**src/rtl/irq_chain_pkg.sv**
```systemverilog
package irq_chain_pkg;

    localparam int WORD_W = 16;
    localparam int BIT_PP = 15;
    localparam int BIT_II = 14;
    localparam int BIT_EI = 13;
    localparam int BIT_OV = 12;
    localparam int BIT_CY = 11;
    localparam int RSV_W  = 11;

    typedef struct packed {
        logic              pp;
        logic              ii;
        logic              ei;
        logic              ov;
        logic              cy;
        logic [WORD_W-1:0] pc;
    } stat_t;

    function automatic logic [WORD_W-1:0] word_one(stat_t s);
        logic [WORD_W-1:0] w;
        w         = '0;
        w[BIT_PP] = s.pp;
        w[BIT_II] = s.ii;
        w[BIT_EI] = s.ei;
        w[BIT_OV] = s.ov;
        w[BIT_CY] = s.cy;
        return w;
    endfunction

endpackage

```
**src/rtl/irq_pend.sv**
```systemverilog
module irq_pend #(
    parameter int N_LVL = 14
) (
    input  logic             clk,
    input  logic             rst_n,
    input  logic [N_LVL-1:0] set_i,
    input  logic [N_LVL-1:0] clr_i,
    input  logic [N_LVL-1:0] take_i,
    output logic [N_LVL-1:0] pend_o
);

    typedef struct packed {
        logic [N_LVL-1:0] pend;
    } pend_st_t;

    pend_st_t st_d, st_q;

    always_comb begin
        st_d      = st_q;
        st_d.pend = (st_q.pend | set_i) & ~clr_i & ~take_i;
    end

    always_ff @(posedge clk) begin
        if (!rst_n) st_q <= '0;
        else        st_q <= st_d;
    end

    assign pend_o = st_q.pend;


    taken_cleared_chk: assert property (@(posedge clk) disable iff (!rst_n)
        (take_i != '0) |=> ((st_q.pend & $past(take_i)) == '0));


    clr_wins_chk: assert property (@(posedge clk) disable iff (!rst_n)
        (clr_i != '0) |=> ((st_q.pend & $past(clr_i)) == '0));

endmodule

```
**src/rtl/irq_arb.sv**
```systemverilog
module irq_arb #(
    parameter int N_OVR = 2,
    parameter int N_INT = 4,
    parameter int N_EXT = 8,
    localparam int N_LVL = N_OVR + N_INT + N_EXT,
    localparam int LVL_W = $clog2(N_LVL)
) (
    input  logic             clk,
    input  logic             rst_n,
    input  logic [N_LVL-1:0] pend_i,
    input  logic             ii_i,
    input  logic             ei_i,
    input  logic             allow_i,
    output logic             hit_o,
    output logic [LVL_W-1:0] lvl_o,
    output logic [N_LVL-1:0] oh_o
);

    localparam int EXT_LO = N_OVR + N_INT;

    logic [N_LVL-1:0] elig;

    for (genvar g = 0; g < N_LVL; g++) begin : g_elig
        if (g < N_OVR) begin : g_ovr
            assign elig[g] = pend_i[g];
        end else if (g < EXT_LO) begin : g_int
            assign elig[g] = pend_i[g] & ~ii_i;
        end else begin : g_ext
            assign elig[g] = pend_i[g] & ~ei_i;
        end
    end

    always_comb begin
        lvl_o = '0;
        for (int i = N_LVL - 1; i >= 0; i--) begin
            if (elig[i]) lvl_o = i[LVL_W-1:0];
        end
        hit_o        = allow_i && (elig != '0);
        oh_o         = '0;
        oh_o[lvl_o]  = hit_o;
    end


    pick_pending_chk: assert property (@(posedge clk) disable iff (!rst_n)
        hit_o |-> pend_i[lvl_o]);


    pick_single_chk: assert property (@(posedge clk) disable iff (!rst_n)
        $onehot0(oh_o));


    int_masked_chk: assert property (@(posedge clk) disable iff (!rst_n)
        (hit_o && ii_i && int'(lvl_o) >= N_OVR) |-> (int'(lvl_o) >= EXT_LO));


    ext_masked_chk: assert property (@(posedge clk) disable iff (!rst_n)
        (hit_o && ei_i) |-> (int'(lvl_o) < EXT_LO));

endmodule

```
**src/rtl/irq_status.sv**
```systemverilog
module irq_status
    import irq_chain_pkg::*;
(
    input  logic              clk,
    input  logic              rst_n,
    input  logic              upd_i,
    input  logic              pp_i,
    input  logic              ov_i,
    input  logic              cy_i,
    input  logic [WORD_W-1:0] pc_i,
    input  logic              load_i,
    input  logic [WORD_W-1:0] load_w1_i,
    input  logic [WORD_W-1:0] load_w2_i,
    input  logic              take_i,
    output stat_t             stat_o
);

    stat_t st_d, st_q;

    always_comb begin
        st_d = st_q;
        if (load_i) begin
            st_d.pp = load_w1_i[BIT_PP];
            st_d.ii = load_w1_i[BIT_II];
            st_d.ei = load_w1_i[BIT_EI];
            st_d.ov = load_w1_i[BIT_OV];
            st_d.cy = load_w1_i[BIT_CY];
            st_d.pc = load_w2_i;
        end else begin
            if (upd_i) begin
                st_d.pp = pp_i;
                st_d.ov = ov_i;
                st_d.cy = cy_i;
                st_d.pc = pc_i;
            end
            if (take_i) begin
                st_d.ii = 1'b1;
                st_d.ei = 1'b1;
            end
        end
    end

    always_ff @(posedge clk) begin
        if (!rst_n) st_q <= '0;
        else        st_q <= st_d;
    end

    assign stat_o = st_q;


    grant_masks_chk: assert property (@(posedge clk) disable iff (!rst_n)
        (take_i && !load_i) |=> (st_q.ii && st_q.ei));


    restore_load_chk: assert property (@(posedge clk) disable iff (!rst_n)
        load_i |=> (st_q.pc == $past(load_w2_i) && st_q.ii == $past(load_w1_i[BIT_II])
                    && st_q.ei == $past(load_w1_i[BIT_EI])));


    restore_rsv_chk: assert property (@(posedge clk) disable iff (!rst_n)
        load_i |-> (load_w1_i[RSV_W-1:0] == '0));


    upd_keeps_mask_chk: assert property (@(posedge clk) disable iff (!rst_n)
        (upd_i && !load_i && !take_i) |=> (st_q.ii == $past(st_q.ii) && st_q.ei == $past(st_q.ei)));

endmodule

```
**src/rtl/irq_chain.sv**
```systemverilog
module irq_chain
    import irq_chain_pkg::*;
#(
    parameter int N_OVR = 2,
    parameter int N_INT = 4,
    parameter int N_EXT = 8,
    localparam int N_LVL = N_OVR + N_INT + N_EXT,
    localparam int LVL_W = $clog2(N_LVL)
) (
    input  logic              clk,
    input  logic              rst_n,
    input  logic [N_LVL-1:0]  irq_req,
    input  logic [N_LVL-1:0]  irq_clr,
    input  logic              ack,
    input  logic              run_upd,
    input  logic              pp_in,
    input  logic              ov_in,
    input  logic              cy_in,
    input  logic [WORD_W-1:0] pc_in,
    input  logic              restore_vld,
    input  logic [WORD_W-1:0] restore_w1,
    input  logic [WORD_W-1:0] restore_w2,
    output logic              gnt,
    output logic [LVL_W-1:0]  gnt_lvl,
    output logic [WORD_W-1:0] psd_w1,
    output logic [WORD_W-1:0] psd_w2,
    output logic [WORD_W-1:0] cur_w1,
    output logic [WORD_W-1:0] cur_w2
);

    typedef struct packed {
        logic              busy;
        logic              gnt;
        logic [LVL_W-1:0]  lvl;
        logic [WORD_W-1:0] w1;
        logic [WORD_W-1:0] w2;
    } top_st_t;

    top_st_t          st_d, st_q;
    logic [N_LVL-1:0] pend;
    logic [N_LVL-1:0] pick_oh;
    logic [LVL_W-1:0] pick_lvl;
    logic             pick_hit;
    stat_t            stat;

    irq_pend #(.N_LVL(N_LVL)) u_pend (
        .clk    (clk),
        .rst_n  (rst_n),
        .set_i  (irq_req),
        .clr_i  (irq_clr),
        .take_i (pick_oh),
        .pend_o (pend)
    );

    irq_arb #(.N_OVR(N_OVR), .N_INT(N_INT), .N_EXT(N_EXT)) u_arb (
        .clk     (clk),
        .rst_n   (rst_n),
        .pend_i  (pend),
        .ii_i    (stat.ii),
        .ei_i    (stat.ei),
        .allow_i (!st_q.busy && !restore_vld),
        .hit_o   (pick_hit),
        .lvl_o   (pick_lvl),
        .oh_o    (pick_oh)
    );

    irq_status u_status (
        .clk       (clk),
        .rst_n     (rst_n),
        .upd_i     (run_upd),
        .pp_i      (pp_in),
        .ov_i      (ov_in),
        .cy_i      (cy_in),
        .pc_i      (pc_in),
        .load_i    (restore_vld),
        .load_w1_i (restore_w1),
        .load_w2_i (restore_w2),
        .take_i    (pick_hit),
        .stat_o    (stat)
    );

    always_comb begin
        st_d     = st_q;
        st_d.gnt = pick_hit;
        if (pick_hit) begin
            st_d.busy = 1'b1;
            st_d.lvl  = pick_lvl;
            st_d.w1   = word_one(stat);
            st_d.w2   = stat.pc;
        end else if (ack) begin
            st_d.busy = 1'b0;
        end
    end

    always_ff @(posedge clk) begin
        if (!rst_n) st_q <= '0;
        else        st_q <= st_d;
    end

    assign gnt     = st_q.gnt;
    assign gnt_lvl = st_q.lvl;
    assign psd_w1  = st_q.w1;
    assign psd_w2  = st_q.w2;
    assign cur_w1  = word_one(stat);
    assign cur_w2  = stat.pc;


    gnt_pulse_chk: assert property (@(posedge clk) disable iff (!rst_n)
        gnt |=> !gnt);


    busy_blocks_chk: assert property (@(posedge clk) disable iff (!rst_n)
        st_q.busy |=> !gnt);


    psd_rsv_chk: assert property (@(posedge clk) disable iff (!rst_n)
        gnt |-> (psd_w1[RSV_W-1:0] == '0));


    gnt_masked_chk: assert property (@(posedge clk) disable iff (!rst_n)
        gnt |-> (cur_w1[BIT_II] && cur_w1[BIT_EI]));

endmodule

```
**config.mk**
```make
export PLATFORM = sky130hd
export DESIGN_NAME = irq_chain
export DESIGN_NICKNAME = d
export VERILOG_FILES = /design/src/rtl/irq_chain_pkg.sv /design/src/rtl/irq_pend.sv /design/src/rtl/irq_arb.sv /design/src/rtl/irq_status.sv /design/src/rtl/irq_chain.sv
export SDC_FILE = /design/constraint.sdc
export NUM_CORES = 1
export LEC_CHECK = 0
export BUFFER_PORTS_ARGS = -buffer_cell sky130_fd_sc_hd__buf_2
export CAP_MARGIN = 20
export CORE_UTILIZATION = 41
export CTS_CLUSTER_SIZE = 24
export DETAILED_ROUTE_END_ITERATION = 8
export PLACE_DENSITY = 0.76
export SLEW_MARGIN = 10
export SYNTH_ARGS = -nofsm -noshare
export SYNTH_HDL_FRONTEND = slang
export SYNTH_SLANG_ARGS = --single-unit
```
**constraint.sdc**
```tcl
create_clock -name clk -period 1.52 [get_ports clk]
set_input_delay 0.076 -clock clk [delete_from_list [all_inputs] [get_ports clk]]
set_output_delay 0.076 -clock clk [all_outputs]
set_load 0.02 [all_outputs]
```
# == Word level (Yosys, flattened, before mapping) ==
# Cells that the tools add are included.
# totals
ff_bits,62
in_bits,84
word_cells,65
# classes
order_cmp,2
muxes,22
n_bitwise,20
n_reduce_logical,9
# op_table
cell,count
$mux W4,14
$and A14 B14 Y14,3
$not A14 Y14,2
$mux W21,1
$mux W18,1
$or A14 B14 Y14,1
$reduce_bool A14 Y1,1
$and A1 B1 Y1,12
$reduce_bool A2 Y1,3
$lt A4 B5 Y1 const B,1
$demux W1 S4,1
$ge A4 B1 Y1 const B,1
$mux W1,4
$logic_and A1 B1 Y1,3
$logic_not A1 Y1,2
$mux W2,1
$not A1 Y1,2

# == Longest topological paths before layout ==
# Gate-level depths: netlist (run 1).
# depth
ltp_word,23
depth_mapped,6
depth_no_buf,5

# == Modules after synthesis ==
# From an unflattened synthesis (run 1), not the netlist that was laid out.
# hier_totals
cells_unflattened,327
hier_area_um2,3528.4
# by_module_without_submodules
mod,instances,cells_each,area_per_inst_um2
irq_chain,1,134,1386.3
irq_status,1,90,1071.0
irq_pend,1,43,641.9
irq_arb,1,60,429.2

# == Worst setup path before layout (run 1) ==
# Ideal clock, no wire load.
# synth_timing
path_type,flip-flop to flip-flop
from,register u_status.st_q (netlist bit u_status.stat_o[18])
to,register u_pend.st_q (netlist bit u_pend.pend_o[8])
setup_ps,103
t_arrival_ps,1543
required_time_ps,1417
slack_ps,-126
path_stages_with_launch,6
period_less_slack_ps,1646
cell_sequence,dfxtp_1 > or3_1 > o211ai_1 > o311a_2 > o31ai_2 > a2111oi_2
# synth_via
elab_chain_len,23
word_cells_on_any_way,33
# synth_lines
item,line_no,rtl
from (decl),irq_status.sv:18,"stat_t st_d, st_q;"
from (signal assigned),irq_status.sv:45,else st_q <= st_d;
$not A1 Y1 (*),irq_arb.sv:29,assign elig[g] = pend_i[g] & ~ei_i;
$and A1 B1 Y1,irq_arb.sv:29,
$mux W4 (14 in a row),irq_arb.sv:36,if (elig[i]) lvl_o = i[LVL_W-1:0];
$lt A4 B5 Y1 (implied by the code) or $ge A4 B1 Y1 (tied branches),irq_arb.sv:40,oh_o[lvl_o] = hit_o;
$logic_and A1 B1 Y1 (implied by the code),irq_arb.sv:40,
$mux W1 (implied by the code),irq_arb.sv:40,
$demux W1 S4,--,
$and A14 B14 Y14 (no source line) (*),--,
$not A14 Y14 (*),irq_pend.sv:20,st_d.pend = (st_q.pend | set_i) & ~clr_i & ~take_i;
$and A14 B14 Y14 (*),irq_pend.sv:20,
to (signal assigned),irq_pend.sv:25,else st_q <= st_d;
to (decl),irq_pend.sv:16,"pend_st_t st_d, st_q;"
# Every way passes the cells marked *; elsewhere a longest branch is shown, timed or not.
# A chain may end at the register's enable or synchronous reset.

# == Worst setup path in the final report (run 1) ==
# layout_timing
from,register u_pend.st_q (netlist bit u_pend.pend_o[3])
to,register u_pend.st_q (netlist bit u_pend.pend_o[12])
# layout_via
elab_chain_len,12
word_cells_on_any_way,15
# layout_lines
item,line_no,rtl
$and A1 B1 Y1 (*),irq_arb.sv:27,assign elig[g] = pend_i[g] & ~ii_i;
$mux W4 (4 in a row),irq_arb.sv:36,
$lt A4 B5 Y1 (implied by the code) or $ge A4 B1 Y1 (tied branches),irq_arb.sv:40,
$logic_and A1 B1 Y1 (implied by the code),irq_arb.sv:40,
$mux W1 (implied by the code),irq_arb.sv:40,
$demux W1 S4,--,
$and A14 B14 Y14 (no source line) (*),--,
$not A14 Y14 (*),irq_pend.sv:20,
$and A14 B14 Y14 (*),irq_pend.sv:20,
# Marks and branches as above.

==> metrics, run 1 <==
# diodes 0; Netlist cell types 38; Placed Instances about 570; final-report setup violation count 21; largest net degree at the start of global routing 49; Power Total between 4 and 5 mW; global route total overflow 0; GRT Util Overall 0.235; Yosys top cell area share 0.415; share of layout cells above drive strength 1 0.405; critical path type flop to flop; Final Hold Fails 0; die footprint approximately 7600 sq um; I/O Pins 153; Fin Setup TNS -1520 ps; site row count 30; post-synthesis simple-gate area fraction 0.187; minimum hold slack approximately 50 ps; number of global-route vias before repair roughly 2900; Syn. warnings 0; final WL a little under 9000 microns; syn avg cell area slightly above 8 sq um; final worst slack -171 ps; RSZ-0062 raised after global routing true; Worst-Skew Late Latency approximately 340 ps; mux contribution to synthesized area 0.0635; Final Critical Period roughly 1700 ps; DR iter-0 viols roughly 130; Area Overhead vs Synth 48.4%; IR drop worst, VDD about 0.58 mV; Pwr Density 1010 nW/um^2; Tcrit/Tclk final 1.11; HP Class input pin to flop; Max Cap Violations 0; Pre-antenna DRT Iters 4; Leakage Power 2.04 nW; Clock Skew around 11 ps; Most used DFF post-synth dfxtp_1; largest family of logic cells by synthesized area simple AND/OR/NAND/NOR gates; Critical Path Source Type flop; Synth area leaders dfxtp_1, buf_4, a21oi_1; area of the core around 6900 sq um; Die Ht 87.5 microns; CTS tree yes; status finished, violations left; post-DR wirelength/cell roughly 14 microns; Syn Std Cell Area between 2000 and 3000 sq um; Synth area leader dfxtp_1; Die Wd 87.5 microns; clk slew on worst S/H paths around 70 ps; asr flop ratio synth 0; fraction of the yosys area taken by sequential cells 0.415; CTS sink cnt 62; Worst Path Max Fanout 5; CTS buffer count 9; WP data required 1750 ps; Compound-Gate Fraction of Synth Area 0.181; Max Root-Sink Buffers 2; CTS root buf clkbuf_8; Final Wtd Congestion 0.875; hpwl dp 5790 microns; via density per instance 4.89; FF+latch count, synth 62; Final ANT Viol Nets 0; worst path arrival time 1920 ps; area share of fa/ha/maj cells after synthesis 0; vias around 3000; CTS H-tree lvls 3; fin. max-slew vios 0; Layout Cells excl Fill slightly above 600; antenna violations before repair 0; Initial Util 0.434; Synth Instances around 360; first-pass GRT wire length roughly 13000 microns; R2R cell count 6; Max Clk Rate a little under 600 MHz; final net count just over 600; Worst setup EP type flop; Worst Hold Depth 3; Synth Area in XOR/XNOR 0; Port Buffer Count approximately 120; Post-synth top cells dfxtp_1, nor2_1, buf_4, a21oi_1, nand2_1; number of synthesized flops with an enable pin 0; failing checks negative setup slack; DRC viols 0
## stage by stage
stage | instance area [sq um] | setup WS [ps] | utilization
2_1_floorplan | 3110 | -74.8 | -
3_5_place_dp | 3670 | -308 | 0.532
4_1_cts | 4320 | -163 | 0.625
6_report | 4440 | -171 | 0.643
5_1_grt | 4440 | -261 | 0.643
3_3_place_gp | 3670 | -300 | 0.532
## placed cells by master (no fill, tap or decap), drive strengths merged, types with 3 or more instances in the layout
master | netlist | layout
nand2b | 4 | 4
or3 | 4 | 4
inv | 5 | 5
clkbuf | 9 | 10
buf | 57 | 156
conb | 1 | 22
nor2 | 62 | 62
o311a | 3 | 3
dfxtp | 62 | 62
a21oi | 48 | 48
clkinv | 0 | 3
nand2 | 48 | 48
dlygate4sd3 | 0 | 36
o21bai | 4 | 4
a31oi | 3 | 3
mux2i | 19 | 19
a2111oi | 11 | 11
## state kept, by name (all words and copies together), names as in the netlist
register / count
psd_w1: 5
st_q: 1
gnt_lvl: 4
gnt: 1
psd_w2: 16
u_status.stat_o: 21
u_pend.pend_o: 14
## per-layer routing
metal / vias up / wire length, microns / part of all wire / GRT usage
li1: 1480 / - / - / -
met3: 37 / 507 / 0.057 / 0.0664
met4: 0 / 398 / 0.045 / 0.140
met2: 136 / 4440 / 0.50 / 0.402
met1: 1391 / 3540 / 0.40 / 0.258
met5: - / 0 / 0 / 0
## cell type report
type                    instances  area [sq um]
fillers                       580          2460
multi-input cells             251          1560
repair buffers                192          1270
clock buffers                  10           128
well taps                      96           120
clock inverters                 6          86.3
flip-flops and latches         62          1260
inverters                       5          18.8
## power by group
part	internal, mW	switching [mW]
clock network	0.920	0.648
logic	0.509	0.607
registers	1.72	0.0781
## logic make-up after synthesis
logic type,count (synthesis)
AOI/OAI and AO/OA,78
buffers and inverters,71
DFF,62
muxes,19
other,1
and+or+nand+nor,132
## worst paths after layout
| kind | from | to | slack [ps] |
|---|---|---|---|
| worst max-delay path | u_pend.pend_o[3] | u_pend.pend_o[12] | -170 |
| worst min register to register | psd_w2[8] | psd_w2[8] | 450 |
| worst max register to register | u_pend.pend_o[3] | u_pend.pend_o[12] | -170 |
| worst min-delay path | irq_req[1] | u_pend.pend_o[1] | 50 |
## critical path: stages, from the launching register on
cell     delay [ps]
dfxtp_4         370
buf_6           120
inv_2            50
a21oi_2          50
o221a_4         320
or2_4           270
o41a_1          390
## what timing repair did
| item | 4_1_cts | 5_1_grt |
|---|---|---|
| pin swaps | 9 | 8 |
| hold endpoints to repair | 36 | 0 |
| setup buffers | 1 | 1 |
| resized for setup | 15 | 26 |
| setup endpoints to repair | 42 | 41 |
| hold buffers | 36 | 0 |
No activity file was read; power rests on OpenSTA's default activity.
==> inputs of run 2 (changes only) <==
--- a/config.mk
+++ b/config.mk
@@ -7,8 +7,9 @@
 export LEC_CHECK = 0
 export BUFFER_PORTS_ARGS = -buffer_cell sky130_fd_sc_hd__buf_2
 export CAP_MARGIN = 20
+export CORE_ASPECT_RATIO = 1.75
 export CORE_UTILIZATION = 41
-export CTS_CLUSTER_SIZE = 24
+export CTS_CLUSTER_SIZE = 20
 export DETAILED_ROUTE_END_ITERATION = 8
 export PLACE_DENSITY = 0.76
 export SLEW_MARGIN = 10
==> metrics, run 2 (same netlist as run 1, synthesis figures left out) <==
status finished, violations left; failing checks negative setup slack; Worst Path Buf+Inv 0 (-2); final worst slack -206 ps (-35.8 ps); number of global-route vias before repair 3084 (+6.0%); clk slew on worst S/H paths 50 ps (-20 ps); Port Buffer Count 119 (unchanged); Final ANT Viol Nets 0 (unchanged); Layout Cells excl Fill 615 (-1.1%); WP data required 1730 ps (-20 ps); Clock Skew 8.92 ps (-2.57 ps); Max Clk Rate 579 MHz (-2.1%); DR iter-0 viols 161 (+20%); DRC viols 0 (unchanged); Final Critical Period 1730 ps (+35.8 ps); peak per-stage delay on the critical path 370 ps (-20 ps); Worst Hold Depth 3 (unchanged); via density per instance 4.94 (+0.94%); Worst path depth 5 (-1); Max Root-Sink Buffers 2 (unchanged); antenna violations before repair 0 (unchanged); final-report setup violation count 29 (+38%); hpwl dp 6180 microns (+6.7%); Placed Instances 562 (-1.1%); fin. max-slew vios 0 (unchanged); RSZ-0062 raised after global routing true; I/O Pins 153 (unchanged); Leakage Power 2.16 nW (+5.9%); Critical Path Source Type flop; Fill cells 535 (-7.8%); area of the core 6960 sq um (+0.72%); CTS H-tree lvls 3 (unchanged); area of the multi-input gates 1760 sq um (+13%); site row count 40 (+33%); commonest non-fill, non-tap cell in the layout buf_2; Final Wtd Congestion 0.983 (+12%); global route total overflow 0 (unchanged); final WL 9170 microns (+3.2%); final net count 610 (+0.83%); Worst setup EP type flop; R2R cell count 5 (-1); CTS sink cnt 62 (unchanged); Pwr Density 1040 nW/um^2 (+2.9%); critical path type flop to flop; vias 3038 (-0.20%); Power Total 4.93 mW (+9.9%); FF/Latch Area 1260 sq um (about the same); Top delay family on crit path compound AO/OA/AOI/OAI gates; # diodes 0 (unchanged); first-pass GRT wire length 14100 microns (+5.0%); Worst-Skew Late Latency 330 ps (about the same); largest net degree at the start of global routing 43 (-12%); Tcrit/Tclk final 1.14 (+0.0235); share of layout cells above drive strength 1 0.499 (+0.0941); CTS buffer count 9 (unchanged); Worst Path Max Fanout 5 (unchanged); Area Overhead vs Synth 58.5%; HP Class input pin to flop; max FFs per register 21 (unchanged); Pre-antenna DRT Iters 4 (unchanged); Max Cap Violations 0 (unchanged); Initial Util 0.430 (-0.00312); critical-path cell list or3_4, o211ai_1, o311a_4, o31ai_4, a2111oi_2; CTS tree yes; die footprint 7660 sq um (+0.18%); GRT Util Overall 0.249 (+0.0146); worst path arrival time 1940 ps (+20 ps); minimum hold slack 0.751 ps (-49.9 ps); Critical-path top delay cell or3_4; Final Hold Fails 0 (unchanged); CTS root buf clkbuf_16; post-DR wirelength/cell 14.9 microns (+4.3%); most frequent cells in the layout buf_2, nor2_1, dfxtp_1; Die Wd 66.6 microns (-24%); IR drop worst, VDD 0.814 mV (+41%); Die Ht 115 microns (+32%)
## run 2: cell count changes in the layout (fill, tap and decap cells not counted), sizes merged
cell	previous run	this run
buf	156	168
bufinv	2	0
clkbuf	10	15
clkinv	3	1
clkinvlp	1	0
dlygate4sd3	36	29
## run 2: final cells by class
type	instances	share of cell area
repair buffers	197	0.282
well taps	84	0.0221
flip-flops and latches	62	0.265
multi-input cells	251	0.371
clock inverters	1	0.00105
inverters	5	0.00395
clock buffers	15	0.0543
## run 2: path summary, 6_finish.rpt
kind	start	to	slack, ps
max	u_pend.pend_o[9]	u_pend.pend_o[8]	-210
min	restore_w2[6]	u_status.stat_o[6]	0.8
min reg2reg	psd_w1[11]	psd_w1[11]	460
max reg2reg	u_pend.pend_o[9]	u_pend.pend_o[8]	-210
## run 2: metrics by stage
stage	cell area, sq um	setup TNS (ps)	util	worst slack, ps
2_1_floorplan	3110	-665	-	-74.8
3_3_place_gp	3700	-3190	0.532	-167
3_5_place_dp	3700	-4420	0.532	-199
4_1_cts	4630	-3160	0.665	-157
5_1_grt	4750	-4340	0.682	-288
6_report	4750	-2480	0.682	-206
## run 2: timing repair
item | CTS | global route
hold buffers | 29 | 0
gates cloned | 2 | 0
gates resized for setup | 85 | 19
endpoints found under the hold margin | 29 | 0
setup buffers | 5 | 1
pin swaps | 54 | 10
endpoints found under the setup margin | 40 | 42
## run 2: report_power, final
group / total [mW] / internal (mW) / switching, mW
Clock: 1.81 / 1.14 / 0.668
Sequential: 1.81 / 1.73 / 0.0852
Combinational: 1.30 / 0.613 / 0.690
## run 2: worst reg2reg max path: cells and delay by family, from the launching register on
kind / cells / cell delay (ps)
compound gates: 4 / 880
simple gates: 1 / 370
flops: 1 / 360
## run 2: metal layers
| layer | global-route usage | vias up | wire length (microns) |
|---|---|---|---|
| met3 | 0.0496 | 24 | 389 |
| met1 | 0.252 | 1408 | 3410 |
| met4 | 0.142 | 0 | 346 |
| li1 | - | 1493 | - |
| met5 | 0 | - | 0 |
| met2 | 0.457 | 113 | 5020 |
